--- src/rtl/bsr_pkg.sv ---
package bsr_pkg;
  localparam int SYM_W   = 2;
  localparam int GAIN_W  = 3;
  localparam int FIELD_W = 1 + SYM_W + GAIN_W + 1;

  typedef struct packed {
    logic              tx_en;
    logic [SYM_W-1:0]  sym;
    logic [GAIN_W-1:0] gain;
    logic              lpbk;
  } ctl_fields_t;

  localparam logic [SYM_W-1:0] SYM_ZERO = '0;
endpackage

--- src/rtl/bsr_rst_sync.sv ---
module bsr_rst_sync (
  input  logic clk,
  input  logic arst_n,
  output logic srst_n
);
  logic [1:0] sync_q;

  always_ff @(posedge clk or negedge arst_n) begin
    if (!arst_n) sync_q <= 2'b00;
    else         sync_q <= {sync_q[0], 1'b1};
  end

  assign srst_n = sync_q[1];
endmodule

--- src/rtl/bsr_slot_ctr.sv ---
module bsr_slot_ctr #(
  parameter int FRAME_SLOTS = 48,
  localparam int SLOT_W = $clog2(FRAME_SLOTS + 1)
) (
  input  logic              clk,
  input  logic              rst_n,
  output logic [SLOT_W-1:0] slot_o,
  output logic              frame_start_o,
  output logic              frame_end_o
);
  localparam logic [SLOT_W-1:0] LAST  = SLOT_W'(FRAME_SLOTS);
  localparam logic [SLOT_W-1:0] FIRST = SLOT_W'(1);

  logic [SLOT_W-1:0] slot_q, slot_d;

  always_comb begin
    if (slot_q == LAST) slot_d = FIRST;
    else                slot_d = slot_q + FIRST;
  end

  always_ff @(posedge clk or negedge rst_n) begin
    if (!rst_n) slot_q <= LAST;
    else        slot_q <= slot_d;
  end

  assign slot_o        = slot_q;
  assign frame_start_o = (slot_q == FIRST);
  assign frame_end_o   = (slot_q == LAST);

  a_r1_slot_range: assert property (@(posedge clk) disable iff (!rst_n)
    (slot_q >= FIRST) && (slot_q <= LAST));
  a_r1_wrap: assert property (@(posedge clk) disable iff (!rst_n)
    (slot_q == LAST) |=> (slot_q == FIRST));
  a_r1_step: assert property (@(posedge clk) disable iff (!rst_n)
    (slot_q != LAST) |=> (slot_q == $past(slot_q) + FIRST));
endmodule

--- src/rtl/bsr_word_reg.sv ---
module bsr_word_reg
  import bsr_pkg::*;
#(
  parameter int WORD_W = 16,
  localparam int RSV_W = WORD_W - FIELD_W
) (
  input  logic              clk,
  input  logic              rst_n,
  input  logic              load_i,
  input  ctl_fields_t       fields_i,
  input  logic              frame_end_i,
  output logic [WORD_W-1:0] word_o
);
  ctl_fields_t       stage_q, stage_d;
  logic [WORD_W-1:0] hold_q, hold_d;
  logic [FIELD_W-1:0] eff_fields;
  logic [WORD_W-1:0] packed_word;

  // Disabled transmitter: symbol code collapses to the zero symbol.
  always_comb begin
    eff_fields = {stage_q.tx_en,
                  stage_q.tx_en ? stage_q.sym : SYM_ZERO,
                  stage_q.gain,
                  stage_q.lpbk};
  end

  generate
    if (RSV_W > 0) begin : g_rsv
      assign packed_word = {eff_fields, {RSV_W{1'b0}}};
    end else begin : g_norsv
      assign packed_word = eff_fields[FIELD_W-1 -: WORD_W];
    end
  endgenerate

  always_comb begin
    stage_d = stage_q;
    if (load_i) stage_d = fields_i;
  end

  always_comb begin
    hold_d = hold_q;
    if (frame_end_i) hold_d = packed_word;
  end

  always_ff @(posedge clk or negedge rst_n) begin
    if (!rst_n) begin
      stage_q <= '0;
      hold_q  <= '0;
    end else begin
      stage_q <= stage_d;
      hold_q  <= hold_d;
    end
  end

  assign word_o = hold_q;

  // the held word only moves at the frame boundary
  a_r7_hold_between_frames: assert property (@(posedge clk) disable iff (!rst_n)
    !frame_end_i |=> $stable(word_o));
endmodule

--- src/rtl/bsr_shifter.sv ---
module bsr_shifter
  import bsr_pkg::*;
#(
  parameter int WORD_W      = 16,
  parameter int FRAME_SLOTS = 48,
  localparam int SLOT_W = $clog2(FRAME_SLOTS + 1),
  localparam int IDX_W  = $clog2(WORD_W)
) (
  input  logic              clk,
  input  logic              rst_n,
  input  logic [SLOT_W-1:0] slot_i,
  input  logic [WORD_W-1:0] word_i,
  output logic              ser_o
);
  localparam logic [SLOT_W-1:0] WORD_SLOTS = SLOT_W'(WORD_W);
  localparam logic [SLOT_W-1:0] FLD_SLOTS  = SLOT_W'(FIELD_W);
  localparam logic [SLOT_W-1:0] SYM_FIRST  = SLOT_W'(2);
  localparam logic [SLOT_W-1:0] SYM_LAST   = SLOT_W'(1 + SYM_W);

  logic [SLOT_W-1:0] idx_full;
  logic              in_word;
  logic              ser_q, ser_d;

  always_comb begin
    in_word  = (slot_i <= WORD_SLOTS);
    idx_full = WORD_SLOTS - slot_i;
    ser_d    = in_word ? word_i[idx_full[IDX_W-1:0]] : 1'b0;
  end

  // Launch on the falling edge so the line is settled at the rising edge.
  always_ff @(negedge clk or negedge rst_n) begin
    if (!rst_n) ser_q <= 1'b0;
    else        ser_q <= ser_d;
  end

  assign ser_o = ser_q;

  a_r4_idle_low: assert property (@(posedge clk) disable iff (!rst_n)
    (slot_i > WORD_SLOTS) |-> !ser_q);
  a_r3_reserved_zero: assert property (@(posedge clk) disable iff (!rst_n)
    (slot_i > FLD_SLOTS) && (slot_i <= WORD_SLOTS) |-> !ser_q);
  a_r5_disabled_zero_sym: assert property (@(posedge clk) disable iff (!rst_n)
    (slot_i >= SYM_FIRST) && (slot_i <= SYM_LAST) && !word_i[WORD_W-1] |-> !ser_q);
endmodule

--- src/rtl/baud_ctl_serializer.sv ---
module baud_ctl_serializer
  import bsr_pkg::*;
#(
  parameter int WORD_W      = 16,
  parameter int FRAME_SLOTS = 48,
  localparam int SLOT_W = $clog2(FRAME_SLOTS + 1)
) (
  input  logic              clk48,
  input  logic              rst_n,
  input  logic              ctl_load,
  input  logic              ctl_tx_en,
  input  logic [SYM_W-1:0]  ctl_sym,
  input  logic [GAIN_W-1:0] ctl_gain,
  input  logic              ctl_lpbk,
  output logic              ser_data,
  output logic              baud_stb
);
  logic              srst_n;
  logic [SLOT_W-1:0] slot;
  logic              frame_start, frame_end;
  logic [WORD_W-1:0] frame_word;
  ctl_fields_t       fields;

  always_comb begin
    fields.tx_en = ctl_tx_en;
    fields.sym   = ctl_sym;
    fields.gain  = ctl_gain;
    fields.lpbk  = ctl_lpbk;
  end

  bsr_rst_sync u_rst (
    .clk    (clk48),
    .arst_n (rst_n),
    .srst_n (srst_n)
  );

  bsr_slot_ctr #(.FRAME_SLOTS(FRAME_SLOTS)) u_slot (
    .clk           (clk48),
    .rst_n         (srst_n),
    .slot_o        (slot),
    .frame_start_o (frame_start),
    .frame_end_o   (frame_end)
  );

  bsr_word_reg #(.WORD_W(WORD_W)) u_word (
    .clk         (clk48),
    .rst_n       (srst_n),
    .load_i      (ctl_load),
    .fields_i    (fields),
    .frame_end_i (frame_end),
    .word_o      (frame_word)
  );

  bsr_shifter #(.WORD_W(WORD_W), .FRAME_SLOTS(FRAME_SLOTS)) u_shift (
    .clk    (clk48),
    .rst_n  (srst_n),
    .slot_i (slot),
    .word_i (frame_word),
    .ser_o  (ser_data)
  );

  assign baud_stb = frame_start;

  // the strobe never lasts beyond one cycle
  a_r1_stb_single: assert property (@(posedge clk48) disable iff (!srst_n)
    baud_stb |=> !baud_stb);
  // the strobe follows the last slot of the previous frame
  a_r1_stb_after_end: assert property (@(posedge clk48) disable iff (!srst_n)
    frame_end |=> baud_stb);
endmodule

--- config.mk ---
export PLATFORM = sky130hd
export DESIGN_NAME = baud_ctl_serializer
export DESIGN_NICKNAME = d
export VERILOG_FILES = /design/src/rtl/bsr_pkg.sv /design/src/rtl/bsr_rst_sync.sv /design/src/rtl/bsr_slot_ctr.sv /design/src/rtl/bsr_word_reg.sv /design/src/rtl/bsr_shifter.sv /design/src/rtl/baud_ctl_serializer.sv
export SDC_FILE = /design/constraint.sdc
export NUM_CORES = 1
export LEC_CHECK = 0
export ABC_AREA = 1
export BUFFER_PORTS_ARGS = -buffer_cell sky130_fd_sc_hd__clkbuf_2
export CAP_MARGIN = 10
export CORE_MARGIN = 5
export CORE_UTILIZATION = 56
export CTS_CLUSTER_DIAMETER = 50
export DETAILED_ROUTE_END_ITERATION = 7
export GPL_TIMING_DRIVEN = 0
export PLACE_DENSITY = 0.77
export REMOVE_ABC_BUFFERS = 1
export SKIP_CTS_REPAIR_TIMING = 1
export SLEW_MARGIN = 0
export SYNTH_ARGS = -nofsm -noshare
export SYNTH_HDL_FRONTEND = slang
export SYNTH_SLANG_ARGS = --single-unit
--- constraint.sdc ---
create_clock -name clk48 -period 1.1 [get_ports clk48]
set_input_delay 0.22 -clock clk48 [delete_from_list [all_inputs] [get_ports clk48]]
set_output_delay 0.22 -clock clk48 [all_outputs]
set_load 0.005 [all_outputs]
* Yosys cells after proc, flatten, opt, wreduce, memory -nomap -nowiden *
Index checks and enable logic that the tools add are counted.

word-level totals
  register bits = 23
  bits in latches = 0
  memory bits (writable) = 0
  ROM bits = 0
  input port bits = 10
  output and inout port bits = 2
  logic and storage cells = 19
  memories kept = 0

cells by class
  add/subtract/negate cells = 2
  $mul = 0
  divide/modulo/power cells = 0
  $lt $le $gt $ge = 2
  eq/ne operators = 2
  shifts and indexed selects = 0
  muxes and demuxes = 5
  bitwise gates (word level) = 0
  reductions and logical operators = 0

operators with widths
  kind                                                             count
  adder 6 x 1 -> 6 bit (second input constant)                     1
  == test 6 x 1 -> 1 bit (second input constant)                   1
  == test 6 bit (second input constant)                            1
  less-or-equal comparator 6 x 5 -> 1 bit (second input constant)  1
  two-way mux 6 bit                                                1
  less-than comparator 4 x 5 -> 1 bit (second input constant)      1
  binary-select mux 1 bit (select 4 bit)                           1
  subtractor 1 x 4 -> 4 bit (first input constant)                 1
  two-way mux 1 bit                                                2
  two-way mux 2 bit                                                1

* Logic depth before layout (Yosys ltp) *
  word-level depth = 4
  gate-level depth with buffers = 10
  gate-level depth less buffers = 9

* Hierarchy *
From an unflattened synthesis, not the netlist that was laid out.

unflattened totals
  cells, all modules = 172
  area, all modules = 1313.8 sq um

by module, submodules not included
  module        times used  cells each  area an instance (sq um)  sequential area each (sq um)
  bsr_word_reg  1           70          611.8                     350.3
  bsr_slot_ctr  1           37          327.8                     152.6
  bsr_shifter   1           62          320.3                     25.0
  bsr_rst_sync  1           3           53.8                      50.0

==> results.md <==
* DRT Pass-1 Iters at 4
* Routed WL at between 1.5 and 2 mm
* Deepest clock path buffer count at 2
* CTS sink count at 23
* Die area at approximately 2900 µm²
* H-tree levels at 1
* Clock Latency Late Sink at roughly 0.3 ns
* Commonest non-fill, non-tap cell in the layout: nand2_1
* PortBufs at 11
* CORE AREA at 1902 µm²
* Clock slew at reported path FFs at between 0.1 and 0.15 ns
* Internal power at between 0.001 and 0.0015 W
* Pre-CTS WS at -0.9763 ns
* Root Driver: clkbuf_4
* Yosys top cell area share at between 40% and 50%
* Hold WS at approximately 0.12 ns
* Via count at 830
* Register-to-Register Setup Slack at -0.78 ns
* Initial Utilization at 57.11%
* Number of synthesized flops with an enable pin at 0
* Worst hold stages at 3
* Share of layout cells above drive strength 1 at between 30% and 40%
* Mean cell area of the mapped netlist at 8.902 µm²
* Die Y at 54.04 µm
* Leak at about 0.74 nW
* Startpoint types: flip-flop
* Fin area at 1345 µm²
* FF-to-FF Start: u_slot.slot_o[0]$_DFF_PN0_
* Yosys reg bits at 23
* Post-Synthesis Cells at 122
* Net Sw Frac at between 20% and 30%
* Vias in the first global route at just under 700
* Peak supply drop at between 800 and 900 µV
* Post-DP Area at about 1200 µm²
* Worst Path Arrival at about 1.5 ns
* Filler cells at 155
* Number of nets in the final layout at ~160
* Io pins at 12
* Crit Path Category: reg -> reg
* Syn. warnings at 0
* First-pass GRT wire length at between 2 and 3 mm
* PD cells at a little over 1000 nW/µm²
* Critical path destination: u_shift.ser_o$_DFF_NN0_
* Worst setup path start: u_slot.slot_o[0]$_DFF_PN0_
* N_diodes at 0
* Total track usage at a little over an eighth
* Most frequent cells in the layout: nand2_1 (27), inv_1 (18), dfrtp_1 (18)
* Comb power frac at 5.4%
* Cell variety after synth at 24
* Net switching power figure at slightly below 0.0003 W
* Initial antenna violation count at 0
* Drt wl/cell at 11.18 µm
* Worst R2R End: u_shift.ser_o$_DFF_NN0_
* Final RePlAce weighted congestion at 0.7952
* Post-DP HPWL at 1.298 mm
* Worst R2R Path Depth at 7
* Hold Vio Cnt, Final at 0
* Final Slew Violations at 0
* DR DRC count at 0
* Synthesized area at roughly 1100 µm²
* Main area contributors after synthesis: dfrtp_1 (46%), nand2_1 (10%), inv_1 (6.9%)
* Grt ovf at 0
* Max Cap Viol at 0
* Final setup fails at 15
* Initial drt markers at 10
* Total power at approximately 0.0014 W
* Failing checks: negative setup slack
* WP data required at between 0.7 and 0.8 ns
* Largest net degree at the start of global routing at 22
* Post-synth top area cell: dfrtp_1
* Run status: finished, violations left
* Clock Skew at approximately 0.0033 ns
* Area delta synth->final at 23.85%
* RSZ-0062 raised after global routing: yes
* Clock group share of total power at between 20% and 30%
* Sequential fraction of the synthesis area at about 53%
* CTS tree: done
* Setup crit end kind: flip-flop
* Final worst setup slack at -0.7804 ns
* Fraction of registers with async set/reset at between 90% and 100%
* Num CTS Buffers at 3
* Ys flop type: dfrtp_1
* Via density at approximately 4.7
* Post-DRT Antenna Nets at 0
* Row count at 16
* Hold Path Class: in -> reg
* Die width at approximately 54 µm
* Power share of the sequential group at 66.5%
* Crit-path max FO at 7
metal layers:
layer  track usage [%]  wire length [µm]
met5                 0                 0
met4             4.979                12
met3             3.601                71
met2             23.79              1034
met1             16.20               837
power groups by stage:
stage,sequential [W],combinational (W),clock [W]
2_1_floorplan,0.000911,0.0000460,0
3_3_place_gp,0.000916,0.0000685,0
3_5_place_dp,0.000917,0.0000717,0
4_1_cts,0.000901,0.0000721,0.000389
5_1_grt,0.000907,0.0000832,0.000425
6_report,0.000899,0.0000737,0.000380
state kept, by name, summed over array words and instances, names as in the netlist:
name               flops
u_rst.sync_q           2
u_shift.ser_o          1
u_slot.slot_o          6
u_word.eff_fields      5
u_word.stage_q         2
u_word.word_o          7
cell usage after synthesis, types with 2 or more instances:
| master | number |
|---|---|
| dfstp_2 | 2 |
| dfrtp_1 | 20 |
| nor2_1 | 10 |
| xor2_1 | 2 |
| o22ai_1 | 2 |
| o21ai_2 | 2 |
| inv_1 | 20 |
| nand3_1 | 7 |
| mux2_2 | 3 |
| nand2_1 | 30 |
| a21oi_1 | 2 |
| o21ai_0 | 8 |
| ha_1 | 3 |
cell families after synthesis:
kind of cell / count (synthesis) / synth area share, %
flops: 23 / 53.23
compound gates: 14 / 7.374
buf+inv: 23 / 8.178
xor+xnor: 2 / 1.613
mux: 3 / 3.110
other cells: 1 / 0.3453
fa+ha+maj: 3 / 3.457
simple gates: 53 / 22.70
worst min-delay path by stage:
stage	start	endpoint
finish	ctl_lpbk	u_word.eff_fields[0]$_DFFE_PN0P_
global route	ctl_gain[2]	u_word.eff_fields[3]$_DFFE_PN0P_
CTS	rst_n	u_rst.sync_q[1]$_DFF_PN0_
detailed placement	rst_n	u_rst.sync_q[0]$_DFF_PN0_
global placement	rst_n	u_rst.sync_q[0]$_DFF_PN0_
floorplan	rst_n	u_rst.sync_q[0]$_DFF_PN0_
stage by stage:
| step | util (%) | setup TNS, ns | std cells |
|---|---|---|---|
| after global placement | 61.25 | -5.378 | 158 |
| final | 70.72 | -4.525 | 175 |
| after detailed placement | 61.25 | -5.828 | 158 |
| after floorplan | - | -3.066 | 120 |
| after global routing | 70.72 | -5.541 | 175 |
| after CTS | 62.63 | -6.838 | 162 |
critical path, stage by stage (launching register included):
cell	delay, ns
dfrtp_2	0.47
inv_4	0.07
ha_4	0.29
a21oi_2	0.03
nand2_1	0.06
nand2_1	0.06
nor2_1	0.14
nor2_1	0.06
final cells by class:
type                       count  area (µm²)  area share, %
sequential                    23       580.6          43.16
multi-input combinational     76       446.7          33.21
timing repair buffer          24       171.4          12.74
inverter                      21       86.33          6.419
tap                           27       33.78          2.512
clock buffer                   4       26.28          1.953
No activity file was read; power rests on OpenSTA's default activity.
